[config.mk]
export PLATFORM = sky130hd
export DESIGN_NAME = rdy_irq_ctrl
export DESIGN_NICKNAME = d
export VERILOG_FILES = /design/src/rtl/rdy_irq_ctrl.sv
export SDC_FILE = /design/constraint.sdc
export NUM_CORES = 1
export LEC_CHECK = 0
export BUFFER_PORTS_ARGS = -buffer_cell sky130_fd_sc_hd__buf_4
export CORE_AREA = 2 2 39 41
export DETAILED_ROUTE_END_ITERATION = 6
export DIE_AREA = 0 0 41 43
export GPL_TIMING_DRIVEN = 1
export MAX_ROUTING_LAYER = met4
export PLACE_DENSITY = 0.59
export SLEW_MARGIN = 20
export SYNTH_ARGS = -nofsm -noshare
export SYNTH_HDL_FRONTEND = slang
export SYNTH_SLANG_ARGS = --single-unit
export TNS_END_PERCENT = 50
[constraint.sdc]
create_clock -name clk -period 1.05 [get_ports clk]
set_clock_uncertainty 0.2 [all_clocks]
set_input_delay 0.0525 -clock clk [delete_from_list [all_inputs] [get_ports clk]]
set_output_delay 0.0525 -clock clk [all_outputs]
set_load 0.05 [all_outputs]
[src/rtl/rdy_irq_ctrl.sv]
module rdy_irq_ctrl #(
  parameter int ADDR_W      = 3,
  parameter int STAT_ADDR   = 6,
  parameter int MASK_ADDR   = 7,
  parameter int SYNC_STAGES = 2
) (
  input  logic              clk,
  input  logic              rst_n,
  input  logic              rb_in,
  input  logic              wr_en,
  input  logic [ADDR_W-1:0] addr,
  input  logic [7:0]        wr_data,
  output logic [7:0]        rd_data,
  output logic              irq
);
  localparam int LAST = SYNC_STAGES - 1;

  logic [LAST:0] sync_q;
  logic          prev_q;
  logic          rise_evt;
  logic          stat_q, stat_nxt;
  logic          mask_en_q, mask_en_nxt;
  logic [3:0]    mask_src_q, mask_src_nxt;
  logic          wr_stat, wr_mask;
  logic          wr_data_unused;

  assign wr_data_unused = ^wr_data[6:4];
  assign wr_stat  = wr_en && (addr == ADDR_W'(STAT_ADDR));
  assign wr_mask  = wr_en && (addr == ADDR_W'(MASK_ADDR));
  assign rise_evt = sync_q[LAST] && !prev_q;

  assign stat_nxt     = (stat_q && !(wr_stat && wr_data[0])) || rise_evt;
  assign mask_en_nxt  = wr_mask ? wr_data[7]   : mask_en_q;
  assign mask_src_nxt = wr_mask ? wr_data[3:0] : mask_src_q;

  always_ff @(posedge clk) begin
    if (!rst_n) begin
      sync_q     <= '1;
      prev_q     <= 1'b1;
      stat_q     <= 1'b0;
      mask_en_q  <= 1'b0;
      mask_src_q <= '0;
      irq        <= 1'b0;
    end else begin
      sync_q     <= {sync_q[LAST-1:0], rb_in};
      prev_q     <= sync_q[LAST];
      stat_q     <= stat_nxt;
      mask_en_q  <= mask_en_nxt;
      mask_src_q <= mask_src_nxt;
      irq        <= mask_en_nxt && stat_nxt && mask_src_nxt[0];
    end
  end

  always_comb begin
    rd_data = 8'h00;
    if (addr == ADDR_W'(STAT_ADDR))      rd_data = {7'b0, stat_q};
    else if (addr == ADDR_W'(MASK_ADDR)) rd_data = {mask_en_q, 3'b0, mask_src_q};
  end
endmodule


==> results of run 1 <==
[synthesized netlist by cell type, drive strengths merged]
| cell | count | area share, % |
|---|---|---|
| a21boi | 1 | 1.7 |
| a221oi | 1 | 3.4 |
| and2 | 4 | 5.7 |
| and3 | 1 | 1.7 |
| buf | 3 | 5.1 |
| conb | 1 | 0.85 |
| dfxtp | 10 | 45 |
| mux2i | 5 | 11 |
| nand2 | 3 | 2.6 |
| nand2b | 4 | 5.7 |
| nand3 | 1 | 1.1 |
| nand4 | 2 | 6.3 |
| nor2 | 1 | 0.85 |
| nor2b | 4 | 5.7 |
| o21ai | 1 | 1.1 |
| or2 | 1 | 1.4 |
[layout make-up]
class	instances	area, um2	share of cell area (%)
flip-flops and latches	10	207.7	26.43
well taps	16	20.02	2.548
repair buffers	28	266.5	33.92
clock buffers	4	36.28	4.618
multi-input cells	32	255.2	32.48
[layer usage]
layer  vias to the layer above  wire (um)  global-route usage (%)
li1                        199          -                       -
met1                       180        379                   13.36
met2                        14        506                   16.56
met3                         4         64                   3.141
met4                         0         23                   10.00
met5                         -          0                       -
[registers in the layout, indices dropped and copies added, names as in the netlist]
| register | cells |
|---|---|
| irq | 1 |
| mask_en_q | 1 |
| mask_src_q | 4 |
| prev_q | 1 |
| stat_q | 1 |
| sync_q | 2 |
[logic make-up (layout without fill, tap and decap cells)]
logic type      after synthesis  after routing  synth area share (%)
compound gates                3              3                 6.249
buf+inv                       3             32                 5.113
flops                        10             10                 45.45
mux                           5              5                 11.36
other cells                   1              3                0.8515
simple gates                 21             21                 30.96
[what timing repair did]
| item | in CTS | in global routing |
|---|---|---|
| endpoints found under the hold margin | 9 | 5 |
| resized for setup | 19 | 3 |
| endpoints found under the setup margin | 5 | 7 |
| hold buffers | 6 | 2 |
[worst max-delay path by stage]
stage	startpoint	end	cells past startpoint
after floorplan	mask_src_q[1]$_SDFFE_PN0N_	rd_data[1]	1
after global placement	addr[2]	irq$_SDFF_PN0_	4
after detailed placement	addr[2]	irq$_SDFF_PN0_	4
after CTS	mask_src_q[0]$_SDFF_PN0_	rd_data[0]	3
after global routing	mask_src_q[0]$_SDFF_PN0_	rd_data[0]	3
final	mask_src_q[0]$_SDFF_PN0_	rd_data[0]	3
[critical path, delay by kind of cell (launching register included)]
kind | cells | cell delay [ns]
mux | 1 | 0.16
flops | 1 | 0.34
buf+inv | 1 | 0.14
simple gates | 1 | 0.04
[through the flow]
| stage | TNS (ns) | hold slack [ns] | area [um2] | total power [mW] |
|---|---|---|---|---|
| 2_1_floorplan | 0 | -0.07446 | 455.4 | 0.4623 |
| 3_3_place_gp | -0.04061 | 0.03657 | 603.1 | 0.5087 |
| 3_5_place_dp | -0.03844 | 0.04116 | 603.1 | 0.5098 |
| 4_1_cts | -0.5324 | -0.1560 | 753.2 | 0.8784 |
| 5_1_grt | -0.8400 | -0.02541 | 785.8 | 0.9246 |
| 6_report | -0.5200 | -0.03278 | 785.8 | 0.8756 |
[where the power goes]
part | internal [mW] | switching [mW]
clock network | 0.211 | 0.130
registers | 0.390 | 0.00492
logic | 0.0723 | 0.0673
==> metrics.md, run 1 <==
| Metric | Value |
|---|---|
| Outcome | `complete, but fails checks` |
| Failing checks | `hold timing, setup timing` |
| Final hold vios | `2` |
| Cells on worst reg2reg path | `2` |
| Root buf cell | `clkbuf_4` |
| Required time worst endpoint | `0.80 ns` |
| Number of synthesis warnings | `0` |
| First-pass GRT wire length | `1311 um` |
| Routability cong. | `0.6845` |
| Initial DRC count | `2` |
| Crit Path Max Fanout | `2` |
| Clock sinks | `10` |
| TritonCTS clock tree | `built` |
| Worst hold slack | `-0.03278 ns` |
| Reg2reg start | `stat_q$_SDFF_PN0_` |
| Crit path max-delay cell type | `dfxtp_2` |
| Core Region | `1384 um2` |
| Die Span Y | `43 um` |
| Worst path max stage delay | `0.34 ns` |
| Post-Syn Area | `440.4 um2` |
| Final Critical Period | `1.193 ns` |
| Syn-to-layout area delta | `78.41%` |
| Setup slack, reg-to-reg | `0.04 ns` |
| Clk_lat worst skew | `0.26 ns` |
| Worst Hold End | `mask_en_q$_SDFF_PN0_` |
| Post-place setup slack | `-0.03844 ns` |
| FILL cells | `136` |
| RR Endpoint | `irq$_SDFF_PN0_` |
| Seq cells post-synth | `10` |
| Clk buf depth | `2` |
| Worst hold path class | `input pin to register` |
| DR WL/cell | `10.81 um` |
| Clock-pin slew on the worst setup and hold paths | `0.06 ns` |
| CP arrival | `0.94 ns` |
| Antenna cells | `0` |
| Static Leak | `0.3600 nW` |
| Vias in the first global route | `340` |
| Syn Inst Count | `43` |
| Initial antenna violation count | `0` |
| Detailed Routing Iterations Pass 1 | `3` |
| Cells after DPL | `78` |
| Crit Path Class | `register to output pin` |
| Drt drc | `0` |
| Seq/Total Area, Yosys | `45.45%` |
| Port Buffers | `17` |
| Congestion Overflow GR | `0` |
| Die ar. | `1763 um2` |
| Crit end category | `output pin` |
| Worst setup margin | `-0.1433 ns` |
| Num rows | `14` |
| Number of I/O pins | `24` |
| Hold Crit Depth | `4` |
| H-tree depth | `1` |
| Die W | `41 um` |
| Commonest cells after routing, fill and taps aside | `buf_4, dlygate4sd3_1, dfxtp_2` |
| Setup bufs post-CTS | `0` |
| Effective utilization at floorplan | `31.83%` |
| Distinct cells, synth | `17` |
| Non-filler instance count after layout | `90` |
| Post-DP HPWL | `593 um` |
| Fin crit share | `113.6%` |
| Final WL | `973 um` |
| DR vias/cell | `4.411` |
| Final setup fails | `6` |
| Slew Viols, Final | `0` |
| Hold Path Origin | `wr_data[7]` |
| Crit path cell chain | `mux2i_4 > nor2_4 > buf_6` |
| Final core utilization | `56.78%` |
| MaxCap Viol Count | `0` |
| Via count | `397` |
| Number of CTS-inserted buffers | `3` |
| Fmax | `0.8380 GHz` |
| RSZ-0062 raised after global routing | `true` |
| Pwr/cell area | `1114 nW/um2` |
| Share of cells above drive strength 1 | `52.70%` |
| Avg Synthesized Cell Area | `10.24 um2` |
| Largest net degree at the start of global routing | `7` |
| Most common cell after layout, fill and taps aside | `buf_4` |
| Nets@finish | `90` |
| Detail Route Antenna Nets | `0` |
| GR Util All Layers | `11.88%` |
| Worst ir drop on vdd | `0.7794 mV` |
| CP startpoint kind | `register` |
(Power assumes the default switching activity.)
==> run 2, diff against run 1 <==
--- a/config.mk
+++ b/config.mk
@@ -11,7 +11,6 @@
 export DIE_AREA = 0 0 41 43
 export GPL_TIMING_DRIVEN = 1
 export MAX_ROUTING_LAYER = met4
-export PLACE_DENSITY = 0.59
 export SLEW_MARGIN = 20
 export SYNTH_ARGS = -nofsm -noshare
 export SYNTH_HDL_FRONTEND = slang
==> metrics.md, run 2 (same netlist as run 1, synthesis figures left out) <==
| Metric | Value |
|---|---|
| Final Critical Period | `1.180 ns (-0.01275 ns)` |
| TritonCTS clock tree | `built` |
| Final hold vios | `9 (+7)` |
| Post-DP HPWL | `618.1 um (+4.2%)` |
| Static Leak | `0.3320 nW (-7.8%)` |
| Design area | `737.0 um2 (-6.2%)` |
| Pwr/cell area | `1035 nW/um2 (-7.1%)` |
| Hold Crit Depth | `2 (-2)` |
| Die ar. | `1763 um2 (unchanged)` |
| Commonest cells after routing, fill and taps aside | `buf_4, dfxtp_2` |
| Clock-pin slew on the worst setup and hold paths | `0.06 ns (about the same)` |
| Buf+Inv Stages, Crit Path | `1 (unchanged)` |
| Number of CTS-inserted buffers | `3 (unchanged)` |
| Root buf cell | `clkbuf_4` |
| Crit Path Max Fanout | `2 (unchanged)` |
| Via count | `369 (-7.1%)` |
| GRT Max-Usage Layer | `met2` |
| H-tree depth | `1 (unchanged)` |
| Failing checks | `hold timing, setup timing` |
| Antenna cells | `0 (unchanged)` |
| Drt drc | `0 (unchanged)` |
| FILL cells | `143 (+5.1%)` |
| Core Region | `1384 um2 (unchanged)` |
| Crit Path Class | `register to output pin` |
| DR vias/cell | `4.291 (-2.7%)` |
| Congestion Overflow GR | `0 (unchanged)` |
| Post-DP Area | `610.6 um2 (+1.2%)` |
| Max reg flops | `4 (unchanged)` |
| Outcome | `complete, but fails checks` |
| Number of I/O pins | `24 (unchanged)` |
| GR Util All Layers | `12.60% (+0.72 points)` |
| Setup bufs post-CTS | `0 (unchanged)` |
| Fin crit share | `112.4% (-1.2 points)` |
| Area of the multi-input gates | `255.2 um2 (unchanged)` |
| Fmax | `0.8471 GHz (+1.1%)` |
| Met2 usage | `16.88% (+0.31 points)` |
| Num rows | `14 (unchanged)` |
| Top cell family by delay on the critical path | `flip-flops` |
| Routability cong. | `0.6949 (+1.5%)` |
| Initial antenna violation count | `0 (unchanged)` |
| Final Power | `0.7630 mW (-13%)` |
| Required time worst endpoint | `0.80 ns (about the same)` |
| Effective utilization at floorplan | `31.83% (unchanged)` |
| Worst setup margin | `-0.1305 ns (+0.01275 ns)` |
| Clk buf depth | `2 (unchanged)` |
| Detail Route Antenna Nets | `0 (unchanged)` |
| Nets@finish | `87 (-3.3%)` |
| Crit path max-delay cell type | `dfxtp_2` |
| M1 GR Usage | `14.33% (+0.98 points)` |
| Largest net degree at the start of global routing | `8 (+1)` |
| Port Buffers | `17 (unchanged)` |
| Clk_lat worst skew | `0.25 ns (about the same)` |
| Reg with most FFs | `mask_src_q` |
| Crit path cell chain | `mux2i_4 > nor2_4 > buf_6` |
| TNS Setup | `-0.3230 ns (+0.1970 ns)` |
| CP startpoint kind | `register` |
| Syn-to-layout area delta | `67.33%` |
| DR WL/cell | `9.395 um (-13%)` |
| Met3 usage in global routing | `3.141% (unchanged)` |
| Register area | `207.7 um2 (unchanged)` |
| Top Registers | `mask_src_q x4, sync_q x2` |
| Most common cell after layout, fill and taps aside | `buf_4` |
| Detailed Routing Iterations Pass 1 | `1 (-2)` |
| Initial DRC count | `0 (-2)` |
| Cells on worst reg2reg path | `2 (unchanged)` |
| WP depth | `3 (unchanged)` |
| Worst ir drop on vdd | `0.8446 mV (+8.4%)` |
| Final core utilization | `53.25% (-3.5 points)` |
| Worst hold path class | `input pin to register` |
| Final setup fails | `5 (-1)` |
| MaxCap Viol Count | `0 (unchanged)` |
| Die Span Y | `43 um (unchanged)` |
| RSZ-0062 raised after global routing | `true` |
| Crit end category | `output pin` |
| Clock sinks | `10 (unchanged)` |
| First-pass GRT wire length | `1393 um (+6.3%)` |
| Share of cells above drive strength 1 | `55.71% (+3.0 points)` |
| Post-place setup slack | `-0.03180 ns (+0.006639 ns)` |
| Vias in the first global route | `376 (+11%)` |
| CP arrival | `0.93 ns (about the same)` |
| Slew Viols, Final | `0 (unchanged)` |
| Worst hold slack | `-0.1766 ns (-0.1438 ns)` |
| # hold bufs at CTS | `4 (-2)` |
| Worst path max stage delay | `0.33 ns (about the same)` |
| Final WL | `808 um (-17%)` |
| Die W | `41 um (unchanged)` |
[run 2: changes by cell type in the layout (fill, tap and decap cells not counted)]
cell,delta
clkbuf_8,-1
o21ai_1,+1
buf_4,+1
dlymetal6s4s_1,-1
dlygate4sd3_1,-3
o21ai_0,-1
[run 2: power breakdown]
part | total, mW | switching [mW] | leakage (nW) | internal (mW)
Combinational | 0.128 | 0.0641 | 0.234 | 0.0643
Sequential | 0.395 | 0.00447 | 0.0843 | 0.391
Clock | 0.240 | 0.108 | 0.0138 | 0.131
Total | 0.763 | 0.177 | 0.332 | 0.586
[run 2: final timing paths]
kind	startpoint	end	slack, ns
setup / recovery	mask_src_q[0]$_SDFF_PN0_	rd_data[0]	-0.13
hold reg to reg	sync_q[0]$_SDFF_PN1_	sync_q[1]$_SDFF_PN1_	0.21
setup reg to reg	prev_q$_SDFF_PN1_	irq$_SDFF_PN0_	0.07
hold / removal	rst_n	sync_q[1]$_SDFF_PN1_	-0.18
[run 2: through the flow]
stage                     cells  hold slack (ns)
after global routing         86          -0.1860
after global placement       79          0.03718
final                        86          -0.1766
after CTS                    86          -0.1868
after floorplan              45         -0.07446
after detailed placement     79          0.04017
[run 2: routing by layer]
layer	wire length, um	part of all wire, %
met1	384	48
met2	359	44
met3	56	6.9
met4	8	0.99
met5	0	0
[run 2: cell type report]
| class | count | area share, % |
|---|---|---|
| clock buffers | 3 | 3.056 |
| well taps | 16 | 2.716 |
| multi-input cells | 32 | 34.63 |
| flip-flops and latches | 10 | 28.18 |
| repair buffers | 25 | 31.41 |
[run 2: worst reg2reg max path, stage by stage (launching register included)]
cell and delay, ns:
dfxtp_1 0.29, nand2b_1 0.15, a221oi_2 0.26
[run 2: repair_timing]
action,in CTS,in global routing
endpoints found under the hold margin,9,7
endpoints found under the setup margin,5,6
gates resized for setup,19,3
==> run 3, diff against run 2 <==
--- a/config.mk
+++ b/config.mk
@@ -5,7 +5,7 @@
 export SDC_FILE = /design/constraint.sdc
 export NUM_CORES = 1
 export LEC_CHECK = 0
-export BUFFER_PORTS_ARGS = -buffer_cell sky130_fd_sc_hd__buf_4
+export BUFFER_PORTS_ARGS = -buffer_cell sky130_fd_sc_hd__buf_2
 export CORE_AREA = 2 2 39 41
 export DETAILED_ROUTE_END_ITERATION = 6
 export DIE_AREA = 0 0 41 43
==> metrics.md, run 3 (same netlist as run 1, synthesis figures left out) <==
| Metric | Value |
|---|---|
| Outcome | `complete, but fails checks` |
| Failing checks | `hold timing, setup timing` |
| Number of CTS-inserted buffers | `3 (unchanged)` |
| Final Power | `0.8696 mW (+14%)` |
| Drt drc | `0 (unchanged)` |
| Commonest cells after routing, fill and taps aside | `buf_2, dlygate4sd3_1, buf_4` |
| Largest net degree at the start of global routing | `7 (-1)` |
| FILL cells | `134 (-6.3%)` |
| Worst setup margin | `-0.1817 ns (-0.05125 ns)` |
| Final hold vios | `2 (-7)` |
| Slew Viols, Final | `0 (unchanged)` |
| Number of I/O pins | `24 (unchanged)` |
| DR WL/cell | `10.33 um (+9.9%)` |
| Worst hold slack | `-0.03815 ns (+0.1384 ns)` |
| Reg with most FFs | `mask_src_q` |
| Num rows | `14 (unchanged)` |
| CP arrival | `0.98 ns (+0.05 ns)` |
| Final WL | `971 um (+20%)` |
| Share of cells above drive strength 1 | `53.85% (-1.9 points)` |
| Detail Route Antenna Nets | `0 (unchanged)` |
| Worst hold path class | `input pin to register` |
| Static Leak | `0.3646 nW (+9.8%)` |
| Nets@finish | `94 (+8.0%)` |
| Initial antenna violation count | `0 (unchanged)` |
| Fmax | `0.8119 GHz (-4.2%)` |
| CP startpoint kind | `register` |
| Pwr/cell area | `1091 nW/um2 (+5.4%)` |
| RSZ-0062 raised after global routing | `true` |
| Max reg flops | `4 (unchanged)` |
| Clock sinks | `10 (unchanged)` |
| Final setup fails | `6 (+1)` |
| Vias in the first global route | `388 (+3.2%)` |
| Die ar. | `1763 um2 (unchanged)` |
| Detailed Routing Iterations Pass 1 | `2 (+1)` |
| Register area | `206.4 um2 (-0.60%)` |
| First-pass GRT wire length | `1442 um (+3.5%)` |
| Clk_lat worst skew | `0.26 ns (about the same)` |
| Antenna cells | `0 (unchanged)` |
| Fin crit share | `117.3% (+4.9 points)` |
| Area of the multi-input gates | `259.0 um2 (+1.5%)` |
| Crit end category | `output pin` |
| Post-DP HPWL | `593 um (-4.1%)` |
| Final Critical Period | `1.232 ns (+0.05125 ns)` |
| Required time worst endpoint | `0.80 ns (about the same)` |
| MaxCap Viol Count | `0 (unchanged)` |
| Crit Path Class | `register to output pin` |
| GR Util All Layers | `12.58% (-0.026 points)` |
| H-tree depth | `1 (unchanged)` |
| Syn-to-layout area delta | `80.97%` |
| Worst ir drop on vdd | `0.6453 mV (-24%)` |
| Most common cell after layout, fill and taps aside | `buf_2` |
| Core Region | `1384 um2 (unchanged)` |
| Congestion Overflow GR | `0 (unchanged)` |
| Clock-pin slew on the worst setup and hold paths | `0.07 ns (about the same)` |
| Routability cong. | `0.6889 (-0.86%)` |
| Initial DRC count | `4 (+4)` |
| Clk buf depth | `2 (unchanged)` |
| DR vias/cell | `4.223 (-1.6%)` |
| Effective utilization at floorplan | `31.83% (unchanged)` |
| Top Registers | `mask_src_q x4, sync_q x2` |
| Via count | `397 (+7.6%)` |
| Root buf cell | `clkbuf_4` |
| Post-place setup slack | `-0.06057 ns (-0.02877 ns)` |
| Port Buffers | `17 (unchanged)` |
| Die Span Y | `43 um (unchanged)` |
| Crit Path Max Fanout | `2 (unchanged)` |
| TritonCTS clock tree | `built` |
| Die W | `41 um (unchanged)` |
run 3: final cells by class:
type	count	share of cell area, %
Timing Repair Buffer	32	34.54
Multi-Input combinational cell	32	32.50
Sequential cell	10	25.90
Clock buffer	4	4.553
Tap cell	16	2.512
run 3: routing by layer:
layer / wire, um / part of all wire (%) / vias to the layer above / GRT usage [%]
li1: - / - / 209 / -
met1: 424 / 44 / 174 / 14.89
met2: 497 / 51 / 14 / 18.13
met3: 49 / 5.0 / 0 / 3.141
met4: 0 / 0 / 0 / 8.000
met5: 0 / 0 / - / -
run 3: metrics by stage:
stage,setup TNS [ns],cell area [um2],utilization (%),instances
floorplan,0,455.4,-,45
global placement,-0.1297,575.6,41.59,80
detailed placement,-0.1453,575.6,41.59,80
CTS,-0.4586,750.7,54.25,91
global route,-0.7891,797.0,57.59,94
finish,-0.5342,797.0,57.59,94
run 3: final timing paths:
path	start	end	slack (ns)	cells past startpoint
setup / recovery	mask_src_q[0]$_SDFF_PN0_	rd_data[0]	-0.18	3
hold reg to reg	sync_q[0]$_SDFF_PN1_	sync_q[1]$_SDFF_PN1_	0.21	1
setup reg to reg	stat_q$_SDFF_PN0_	irq$_SDFF_PN0_	0.04	2
hold / removal	wr_data[7]	mask_en_q$_SDFF_PN0_	-0.04	4
run 3: worst max-delay path, stage by stage, from the launching register on:
cell and delay [ns]:
dfxtp_2 0.33, mux2i_2 0.20, nor2_4 0.05, buf_8 0.15
run 3: timing repair:
action,in CTS,in global routing
endpoints found under the setup margin,6,7
hold buffers,7,2
hold endpoints to repair,9,5
buffers inserted,0,1
cloned,0,0
resized for setup,25,4
run 3: where the power goes:
group,internal (mW),total [mW],switching [mW]
Clock,0.210,0.338,0.128
Sequential,0.390,0.394,0.00399
Combinational,0.0685,0.138,0.0693
Total,0.669,0.870,0.201
